--- src/rtl/coh_dir_pkg.sv ---
package coh_dir_pkg;
   typedef enum logic [1:0] {
      DS_UNC = 2'd0,
      DS_SHR = 2'd1,
      DS_EXC = 2'd2,
      DS_WIP = 2'd3
   } dstate_e;

   typedef enum logic [1:0] {
      RQ_RD   = 2'd0,
      RQ_WR   = 2'd1,
      RQ_WB   = 2'd2,
      RQ_NONE = 2'd3
   } rqkind_e;
endpackage

--- src/rtl/coh_dir_entry.sv ---
module coh_dir_entry
   import coh_dir_pkg::*;
#(
   parameter int NPROC = 4,
   parameter int PID_W = 2
) (
   input  logic             clk,
   input  logic             rst_n,
   input  logic             upd,
   input  dstate_e          nxt_state,
   input  logic [NPROC-1:0] nxt_sharers,
   input  logic             done,
   input  logic             hold_set,
   input  rqkind_e          hold_kind,
   input  logic [PID_W-1:0] hold_pid,
   input  logic             pend_clr,
   output dstate_e          state,
   output logic [NPROC-1:0] sharers,
   output logic             pend_v,
   output rqkind_e          pend_kind,
   output logic [PID_W-1:0] pend_pid
);
   always_ff @(posedge clk) begin
      if (!rst_n) begin
         state     <= DS_UNC;
         sharers   <= '0;
         pend_v    <= 1'b0;
         pend_kind <= RQ_NONE;
         pend_pid  <= '0;
      end else begin
         if (upd) begin
            state   <= nxt_state;
            sharers <= nxt_sharers;
         end else if (done && state == DS_WIP) begin
            state <= DS_UNC;
         end
         if (hold_set) begin
            pend_v    <= 1'b1;
            pend_kind <= hold_kind;
            pend_pid  <= hold_pid;
         end else if (pend_clr) begin
            pend_v <= 1'b0;
         end
      end
   end
endmodule

--- src/rtl/coh_dir_action.sv ---
module coh_dir_action
   import coh_dir_pkg::*;
#(
   parameter int NPROC = 4,
   parameter int PID_W = 2
) (
   input  dstate_e          state,
   input  logic [NPROC-1:0] sharers,
   input  rqkind_e          kind,
   input  logic [PID_W-1:0] pid,
   output logic             upd,
   output dstate_e          nxt_state,
   output logic [NPROC-1:0] nxt_sharers,
   output logic             hold,
   output logic             inv_v,
   output logic [NPROC-1:0] inv_mask,
   output logic             fetch_v,
   output logic [PID_W-1:0] fetch_pid,
   output logic             reply_v
);
   logic [NPROC-1:0] req_bit;
   logic [PID_W-1:0] owner;

   always_comb begin
      owner = '0;
      for (int i = 0; i < NPROC; i++)
         if (sharers[i]) owner = PID_W'(i);
   end

   always_comb begin
      req_bit     = '0;
      req_bit[pid] = 1'b1;
      upd         = 1'b0;
      nxt_state   = state;
      nxt_sharers = sharers;
      hold        = 1'b0;
      inv_v       = 1'b0;
      inv_mask    = '0;
      fetch_v     = 1'b0;
      fetch_pid   = '0;
      reply_v     = 1'b0;
      unique case (state)
         DS_UNC, DS_SHR: begin
            if (kind == RQ_RD) begin
               upd         = 1'b1;
               nxt_state   = DS_SHR;
               nxt_sharers = sharers | req_bit;
               reply_v     = 1'b1;
            end else if (kind == RQ_WR) begin
               upd         = 1'b1;
               nxt_state   = DS_EXC;
               nxt_sharers = req_bit;
               inv_mask    = sharers & ~req_bit;
               inv_v       = |(sharers & ~req_bit);
               reply_v     = 1'b1;
            end
         end
         DS_EXC: begin
            if (kind == RQ_RD || kind == RQ_WR) begin
               upd       = 1'b1;
               reply_v   = 1'b1;
               fetch_v   = (owner != pid);
               fetch_pid = (owner != pid) ? owner : '0;
               if (kind == RQ_RD) begin
                  nxt_state   = DS_SHR;
                  nxt_sharers = sharers | req_bit;
               end else begin
                  nxt_sharers = req_bit;
               end
            end else if (kind == RQ_WB && owner == pid) begin
               upd         = 1'b1;
               nxt_state   = DS_WIP;
               nxt_sharers = '0;
            end
         end
         DS_WIP: begin
            hold = (kind == RQ_RD || kind == RQ_WR);
         end
         default: ;
      endcase
   end
endmodule

--- src/rtl/coh_dir_pick.sv ---
module coh_dir_pick #(
   parameter int NBLK  = 4,
   parameter int BLK_W = 2
) (
   input  logic [NBLK-1:0]  want,
   output logic             go,
   output logic [BLK_W-1:0] idx
);
   always_comb begin
      go  = |want;
      idx = '0;
      for (int i = NBLK - 1; i >= 0; i--)
         if (want[i]) idx = BLK_W'(i);
   end
endmodule

--- src/rtl/coh_dir_ctrl.sv ---
module coh_dir_ctrl
   import coh_dir_pkg::*;
#(
   parameter int NPROC = 4,
   parameter int NBLK  = 4,
   localparam int PID_W = (NPROC > 1) ? $clog2(NPROC) : 1,
   localparam int BLK_W = (NBLK > 1) ? $clog2(NBLK) : 1
) (
   input  logic             clk,
   input  logic             rst_n,
   input  logic             req_valid,
   input  logic [1:0]       req_kind,
   input  logic [PID_W-1:0] req_pid,
   input  logic [BLK_W-1:0] req_blk,
   input  logic             wr_done,
   input  logic [BLK_W-1:0] wr_done_blk,
   input  logic [BLK_W-1:0] look_blk,
   output logic             inv_valid,
   output logic [NPROC-1:0] inv_mask,
   output logic             fetch_valid,
   output logic [PID_W-1:0] fetch_pid,
   output logic             reply_valid,
   output logic [PID_W-1:0] reply_pid,
   output logic [BLK_W-1:0] out_blk,
   output logic             held,
   output logic             retry,
   output logic [1:0]       look_state,
   output logic [NPROC-1:0] look_sharers,
   output logic             look_pend
);
   if (NPROC < 2) begin : g_bad_nproc
      $error("coh_dir_ctrl: NPROC must be at least 2");
   end
   if (NBLK < 1) begin : g_bad_nblk
      $error("coh_dir_ctrl: NBLK must be at least 1");
   end

   dstate_e          st [NBLK];
   logic [NPROC-1:0] sh [NBLK];
   logic             pv [NBLK];
   rqkind_e          pk [NBLK];
   logic [PID_W-1:0] pp [NBLK];
   logic [NBLK-1:0]  want;

   logic             rep_go;
   logic [BLK_W-1:0] rep_idx;

   logic             op_go;
   rqkind_e          op_kind;
   logic [PID_W-1:0] op_pid;
   logic [BLK_W-1:0] op_blk;

   logic             a_upd, a_hold, a_inv, a_fetch, a_reply;
   dstate_e          a_state;
   logic [NPROC-1:0] a_sharers, a_mask;
   logic [PID_W-1:0] a_fpid;
   logic             hold_ok, full_retry, busy_retry;

   for (genvar b = 0; b < NBLK; b++) begin : g_blk
      assign want[b] = pv[b] && (st[b] != DS_WIP);
      coh_dir_entry #(.NPROC(NPROC), .PID_W(PID_W)) u_ent (
         .clk        (clk),
         .rst_n      (rst_n),
         .upd        (op_go && a_upd && op_blk == BLK_W'(b)),
         .nxt_state  (a_state),
         .nxt_sharers(a_sharers),
         .done       (wr_done && wr_done_blk == BLK_W'(b)),
         .hold_set   (hold_ok && op_blk == BLK_W'(b)),
         .hold_kind  (op_kind),
         .hold_pid   (op_pid),
         .pend_clr   (rep_go && rep_idx == BLK_W'(b)),
         .state      (st[b]),
         .sharers    (sh[b]),
         .pend_v     (pv[b]),
         .pend_kind  (pk[b]),
         .pend_pid   (pp[b])
      );
   end

   coh_dir_pick #(.NBLK(NBLK), .BLK_W(BLK_W)) u_pick (
      .want(want),
      .go  (rep_go),
      .idx (rep_idx)
   );

   always_comb begin
      if (rep_go) begin
         op_go   = 1'b1;
         op_kind = pk[rep_idx];
         op_pid  = pp[rep_idx];
         op_blk  = rep_idx;
      end else begin
         op_go   = req_valid && (rqkind_e'(req_kind) != RQ_NONE);
         op_kind = rqkind_e'(req_kind);
         op_pid  = req_pid;
         op_blk  = req_blk;
      end
   end

   coh_dir_action #(.NPROC(NPROC), .PID_W(PID_W)) u_act (
      .state      (st[op_blk]),
      .sharers    (sh[op_blk]),
      .kind       (op_kind),
      .pid        (op_pid),
      .upd        (a_upd),
      .nxt_state  (a_state),
      .nxt_sharers(a_sharers),
      .hold       (a_hold),
      .inv_v      (a_inv),
      .inv_mask   (a_mask),
      .fetch_v    (a_fetch),
      .fetch_pid  (a_fpid),
      .reply_v    (a_reply)
   );

   assign busy_retry = req_valid && rep_go;
   assign hold_ok    = !rep_go && op_go && a_hold && !pv[op_blk];
   assign full_retry = !rep_go && op_go && a_hold && pv[op_blk];

   always_ff @(posedge clk) begin
      if (!rst_n) begin
         inv_valid   <= 1'b0;
         inv_mask    <= '0;
         fetch_valid <= 1'b0;
         fetch_pid   <= '0;
         reply_valid <= 1'b0;
         reply_pid   <= '0;
         out_blk     <= '0;
         held        <= 1'b0;
         retry       <= 1'b0;
      end else begin
         inv_valid   <= op_go && a_inv;
         inv_mask    <= op_go ? a_mask : '0;
         fetch_valid <= op_go && a_fetch;
         fetch_pid   <= op_go ? a_fpid : '0;
         reply_valid <= op_go && a_reply;
         reply_pid   <= (op_go && a_reply) ? op_pid : '0;
         out_blk     <= (op_go && (a_reply || a_inv || a_fetch)) ? op_blk : '0;
         held        <= hold_ok;
         retry       <= busy_retry || full_retry;
      end
   end

   assign look_state   = st[look_blk];
   assign look_sharers = sh[look_blk];
   assign look_pend    = pv[look_blk];
endmodule

--- config.mk ---
export PLATFORM = sky130hd
export DESIGN_NAME = coh_dir_ctrl
export DESIGN_NICKNAME = d
export VERILOG_FILES = /design/src/rtl/coh_dir_pkg.sv /design/src/rtl/coh_dir_entry.sv /design/src/rtl/coh_dir_action.sv /design/src/rtl/coh_dir_pick.sv /design/src/rtl/coh_dir_ctrl.sv
export SDC_FILE = /design/constraint.sdc
export NUM_CORES = 1
export LEC_CHECK = 0
export CAP_MARGIN = 20
export CORE_ASPECT_RATIO = 0.9
export CORE_MARGIN = 2
export CORE_UTILIZATION = 35
export DETAILED_ROUTE_END_ITERATION = 10
export GPL_ROUTABILITY_DRIVEN = 0
export HOLD_SLACK_MARGIN = 0.08
export SLEW_MARGIN = 10
export SYNTH_ARGS = -nofsm -noshare
export SYNTH_HDL_FRONTEND = slang
export SYNTH_HIERARCHICAL = 1
export SYNTH_SLANG_ARGS = --single-unit
--- constraint.sdc ---
create_clock -name clk -period 3.5 [get_ports clk]
set_input_delay 0.7 -clock clk [delete_from_list [all_inputs] [get_ports clk]]
set_output_delay 0.7 -clock clk [all_outputs]
set_load 0.01 [all_outputs]
; ---- Word-level counts from Yosys, hierarchy flattened
; Cells that the tools add are included.
[totals]
register_bits = 59
wordCells = 210
[classes]
mux = 78
eq_ne = 25
bitwise = 10
reduce_logical = 63
n_lt_le_gt_ge = 5
[op_table]
columns = op, count
row1 = $mux W2, 30
row2 = $logic_and A1 B1 Y1, 37
row3 = $mux W4, 9
row4 = $eq A2 B2 Y1 const B, 13
row5 = $mux W1, 26
row6 = $bmux W2 S2, 4
row7 = $bmux W4 S2, 2
row8 = $reduce_bool A2 Y1, 8
row9 = $eq A2 B1 Y1 const B, 5
row10 = $logic_not A2 Y1, 5
row11 = $ne A2 B2 Y1 const B, 5
row12 = $ge A3 B3 Y1 const B, 3
row13 = $not A2 Y3, 3
row14 = $pmux W4 S2, 1
row15 = $reduce_or A4 Y1, 2
row16 = $reduce_and A5 Y1, 1
row17 = $reduce_or A5 Y1, 1
row18 = $and A4 B4 Y4, 1
row19 = $bmux W1 S2, 2
row20 = $logic_or A1 B1 Y1, 4
row21 = $not A1 Y1, 4
row22 = $not A4 Y4, 1
row23 = $or A4 B4 Y4, 1
row24 = $pmux W1 S2, 2
row25 = other kinds (9), 11

; ---- Logic depth before layout (Yosys ltp)
[logic_depth]
ltp_word = 25
mapped_depth = 17
ltp_nobuf = 14

; ---- Hierarchy
; The synthesis kept the hierarchy.
[by_module_without_submodules]
columns = module, instances, cells_each, area_per_inst_um2
row1 = coh_dir_entry, 4, 40, 427.9
row2 = coh_dir_ctrl, 1, 108, 1189.9
row3 = coh_dir_action, 1, 64, 412.9
row4 = coh_dir_pick, 1, 7, 35.0

; ---- Least setup slack after synthesis
; No wires, ideal clock.
[synth_path]
kind = reg2reg
startpoint = reg g_blk[0].u_ent.pend_v
endpoint = reg g_blk[0].u_ent.sharers[1]
setup_ps = 116
required_time_ps = 3384
stages_incl_launch_ff = 17
arrival_time_ps = 3289
slack_ps = 94
path_cell_list = dfxtp_1 -> a21boi_0 -> nor2_1 -> nand2_1 -> buf_4 -> mux2i_4 -> mux4_2 -> buf_6 -> xor2_2 -> nor4_2 -> o21ai_1 -> a21oi_1 -> o21ai_0 -> nor2_1 -> buf_6 -> mux2i_1 -> nor2b_1
[synth_between]
elab_chain_len = 17
[synth_lines]
columns = item, line
row1 = start: declaration, coh_dir_entry.sv:19  ; output logic pend_v,
row2 = start signal: assignment, coh_dir_entry.sv:27  ; pend_v <= 1'b0;
row3 = start signal: assignment, coh_dir_entry.sv:38  ; pend_v <= 1'b1;
row4 = start signal: assignment, coh_dir_entry.sv:42  ; pend_v <= 1'b0;
row5 = $logic_and A1 B1 Y1 *, coh_dir_ctrl.sv:60  ; assign want[b] = pv[b] && (st[b] != DS_WIP);
row6 = net want[0], coh_dir_ctrl.sv:43  ; logic [NBLK-1:0] want;
row7 = $reduce_or A4 Y1 *, coh_dir_pick.sv:10  ; go = |want;
row8 = net rep_go, coh_dir_ctrl.sv:45  ; logic rep_go;
row9 = $mux W2, coh_dir_ctrl.sv:87  ; if (rep_go) begin
row10 = $not A2 Y3 (not written as such), "coh_dir_ctrl.sv:101, coh_dir_ctrl.sv:102"
row11 = $bmux W4 S2, coh_dir_ctrl.sv:102  ; .sharers (sh[op_blk]),
row12 = $mux W4 (not written as such) (2 in a row), coh_dir_ctrl.sv:102
row13 = $mux W1, coh_dir_action.sv:27  ; if (sharers[i]) owner = PID_W'(i);
row14 = $mux W2 (2 in a row), coh_dir_action.sv:27
row15 = $eq A2 B2 Y1, coh_dir_action.sv:70  ; end else if (kind == RQ_WB && owner == pid) begin
row16 = $logic_and A1 B1 Y1, coh_dir_action.sv:70
row17 = $mux W1, coh_dir_action.sv:70
row18 = $mux W1, coh_dir_action.sv:59  ; if (kind == RQ_RD || kind == RQ_WR) begin
row19 = $pmux W1 S2 *, coh_dir_action.sv:42  ; unique case (state)
row20 = net a_upd, coh_dir_ctrl.sv:53  ; logic a_upd, a_hold, a_inv, a_fetch, a_reply;
row21 = $logic_and A1 B1 Y1 * (2 in a row), coh_dir_ctrl.sv:64  ; .upd (op_go && a_upd && op_blk == BLK_W'(b)),
row22 = end signal: assignment, coh_dir_entry.sv:33  ; sharers <= nxt_sharers;
row23 = end: declaration, coh_dir_entry.sv:18  ; output logic [NPROC-1:0] sharers,
; Mark *: on every way through the listed nets, which the timed path passes. The rest lies on a longest branch. The select of a mux whose other input is x is not followed.
; A chain may end at the register's enable or synchronous reset.

; ---- Worst setup path in the final report
[layout_path]
startpoint = reg g_blk[2].u_ent.pend_v
endpoint = reg g_blk[0].u_ent.sharers[0]
[layout_rtl]
columns = item, line
row1 = start: declaration, coh_dir_entry.sv:19
row2 = start signal: assignment, coh_dir_entry.sv:27
row3 = start signal: assignment, coh_dir_entry.sv:38
row4 = start signal: assignment, coh_dir_entry.sv:42
row5 = $logic_and A1 B1 Y1, coh_dir_ctrl.sv:60
row6 = net want[2], coh_dir_ctrl.sv:43
row7 = $mux W2 (3 in a row), coh_dir_pick.sv:13  ; if (want[i]) idx = BLK_W'(i);
row8 = net rep_idx[1], coh_dir_ctrl.sv:46  ; logic [BLK_W-1:0] rep_idx;
row9 = $not A2 Y3 (not written as such), coh_dir_ctrl.sv:90  ; op_pid = pp[rep_idx];
row10 = $bmux W2 S2, coh_dir_ctrl.sv:90
row11 = $mux W2 (not written as such) (2 in a row), coh_dir_ctrl.sv:90
row12 = $mux W2, coh_dir_ctrl.sv:87
row13 = net op_pid[0], coh_dir_ctrl.sv:50  ; logic [PID_W-1:0] op_pid;
row14 = $eq A2 B2 Y1, coh_dir_action.sv:70
row15 = $logic_and A1 B1 Y1, coh_dir_action.sv:70
row16 = $mux W1, coh_dir_action.sv:70
row17 = $mux W1, coh_dir_action.sv:59
row18 = $pmux W1 S2, coh_dir_action.sv:42
row19 = net a_upd, coh_dir_ctrl.sv:53
row20 = $logic_and A1 B1 Y1 (2 in a row), coh_dir_ctrl.sv:64
; The timed path passes the listed nets, and every way through them passes these cells. The select of a mux whose other input is x is not followed.

==> impl_metrics.yaml <==
critical_path:
  critPathArrivalTime_ps: 3590
  critPathRequiredTime_ps: 3750
  critPathLaunchType: "flop"
  endpoint_kind: "flop"
  critPathKind: "reg -> reg"
  path_max_fanout: 7
floorplan:
  start_util_pct: 36.4
  fp.coreArea_um2: 9210
  die_w_um: 107
  ios: 36
  rows: 33
  fp.dieH_um: 96.8
  dieArea_um2: 10400
detailed_routing:
  drt_iter0_markers: 124
  wl_mm: 8.30
  drc: 0
  wl_per_cell_um: 15.1
  ant_nets: 0
  first_pass_iters: 4
  via_count: 2697
  viasPerCell: 4.92
timing:
  finalCritPeriodShare_pct: 95.3
  hold_viol: 0
  fin_crit_ps: 3340
  relSlewSlack_pct: 70.3
  slew_violations: 0
  rsz0062_at_grt: "no"
  setup_violations: 0
  worstMarginPinSlew_ps: 445
  whs_ps: 463
  setup_ws_ps: 164
  fin_skew_ps: 10.4
  fmax_mhz: 300
clock_network:
  cts_setup_buffers: 0
  clk_pin_slew_worst_paths_ps: 70
  h-tree-depth: 3
  ctsHoldBuffers: 0
  root_buffer: "clkbuf_8"
  cts_buffers: 9
  cts_max_path_buffers: 2
  cts_tree: "done"
  clock-sinks: 59
  insertion_delay_ps: 350
logic_synthesis:
  synth_flop_cell: "dfxtp_1"
  yosysSeqAreaShare_pct: 35.3
  post_synth_num_cell_types: 57
  yosysWarnings: 6
  netlist_area_um2: 3350
  post_synth_inst_count: 339
  synth_edf_count: 0
  synth.ff_latch_count: 59
  async_flop_share_pct: 0
  syn_area_per_cell_um2: 9.88
  mappedNetlistNets: 353
grt:
  antenna_found_initial: 0
  grt_pass1_wl_mm: 13.8
  grt_pass1_vias: 2673
  gr-total-overflow: 0
  grt_max_degree: 49
  track_usage_pct: 17.0
finish:
  drive_gt1_share_pct: 26.5
  n_antenna_cell: 0
  finish.instance_area_um2: 4340
  nets: 435
  syn_to_final_growth_pct: 29.7
  fill_cells: 871
  fin_cells: 548
  final_util_pct: 47.2
run:
  max_cap_violations: 0
power_and_ir_drop:
  internal-power_mw: 1.09
  p_sw_mw: 0.340
  p_seq_share_pct: 47.4
  leakagePower_nw: 1.59
  switching_share_pct: 23.8
  ir_drop_mv: 0.201
  p_per_area_nw_per_um2: 329
  power_frac_comb_pct: 9.6
  pwr-share-clk_pct: 43.0
placement:
  place_ws_ps: -218
  hpwl_mm: 6.19
  port_buffers: 35
  dp.cells: 532
  placed_area_um2: 4120
worst_hold_path:
  hp-class: "reg -> reg"
outcome:
  status: "completed"
-- cell families after synthesis --
logic type	Yosys count	synth area share (%)
DFF	59	35.3
muxes	57	24.4
AOI/OAI and AO/OA	54	11.3
buffers and inverters	34	7.21
and+or+nand+nor	134	21.4
xor gates and xnor gates	1	0.486
-- final cells by class --
cell class,instances,area (um^2),share of cell area [%]
clock buffer,11,141,3.25
clock inverter,5,52.6,1.21
inverter,8,30.0,0.691
multi-input combinational,246,1950,45.0
sequential,59,1180,27.2
tap,122,153,3.51
timing repair buffer,97,832,19.2
-- power groups by stage --
stage	sequential [mW]	combinational, mW	clock [mW]
2_1_floorplan	0.693	0.0740	0
3_3_place_gp	0.692	0.135	0
3_5_place_dp	0.692	0.135	0
4_1_cts	0.677	0.136	0.631
5_1_grt	0.677	0.149	0.660
6_report	0.677	0.137	0.614
-- stage by stage --
stage | power (mW) | setup TNS, ps
after floorplan | 0.767 | 0
after global placement | 0.827 | -2780
after detailed placement | 0.827 | -4560
after CTS | 1.44 | 0
after global routing | 1.49 | 0
final | 1.43 | 0
-- metal layers --
layer	vias to the layer above	routed length, um	GRT usage, %
met4	0	108	5.19
met3	12	399	3.64
met2	55	3920	26.4
met1	1271	3880	23.7
met5	-	0	0
li1	1359	-	-
-- synth_stat cells (all sizes together) (6+ instances only) --
cell type / n / share of area (%)
nand2: 36 / 4.0
clkbuf: 8 / 1.3
nand3b: 8 / 1.8
mux2i: 36 / 11
mux4: 17 / 12
nor2: 25 / 2.9
o21a: 6 / 1.3
dfxtp: 59 / 35
o21ai: 9 / 1.3
and3: 7 / 1.5
inv: 8 / 0.90
buf: 18 / 5.0
nor2b: 31 / 5.9
a21boi: 13 / 2.9
a21oi: 11 / 1.9
and2: 9 / 1.7
-- worst max-delay path, cell delays in order, from the launching register on --
cell	delay (ps)
dfxtp_1	350
a21boi_0	210
nor2_1	110
nor3_1	270
buf_4	230
mux4_2	310
mux2_4	300
nand2b_2	190
o31ai_2	240
o21ai_1	140
a21oi_1	180
o21ai_2	100
nor2_2	170
buf_4	160
mux2i_1	190
nor2b_1	60
-- flip-flops by register name (all words and copies together), names as in the netlist --
register               count
g_blk.u_ent/state          8
retry                      1
inv_valid                  1
g_blk.u_ent/pend_v         4
fetch_valid                1
inv_mask                   4
g_blk.u_ent/pend_pid       8
reply_valid                1
g_blk.u_ent/sharers       16
reply_pid                  2
g_blk.u_ent/pend_kind      8
fetch_pid                  2
out_blk                    2
held                       1
-- cell usage in the layout (no fill, tap or decap), types with 2 or more instances in the layout --
cell type	count
nor3_1	5
nand2b_1	3
mux4_2	14
nand3b_1	8
clkinv_2	3
and2_1	9
buf_4	60
nor2b_1	29
a21boi_0	2
o31ai_1	2
a21boi_1	10
mux4_1	3
o21a_1	6
dfxtp_1	59
mux2_2	3
o21ai_0	7
mux2i_1	35
and3_1	6
nor2b_2	2
nor2_2	4
inv_1	8
nand3_1	2
clkdlybuf4s50_1	35
a21oi_1	9
clkbuf_8	10
nor2_1	21
nand2_1	35
-- path summary, 6_finish.rpt --
check | slack, ps | to | depth (start not counted) | startpoint
min reg2reg | 460 | g_blk[0].u_ent/pend_kind[0] | 2 | g_blk[0].u_ent/pend_kind[0]
max | 160 | g_blk[0].u_ent/sharers[0] | 15 | g_blk[2].u_ent/pend_v
max reg2reg | 160 | g_blk[0].u_ent/sharers[0] | 15 | g_blk[2].u_ent/pend_v
min | 460 | g_blk[0].u_ent/pend_kind[0] | 2 | g_blk[0].u_ent/pend_kind[0]
-- timing repair --
item	4_1_cts	5_1_grt
gates resized for setup	3	10
setup endpoints to repair	22	42
pin swaps	1	2
No activity file was read; power rests on OpenSTA's default activity.
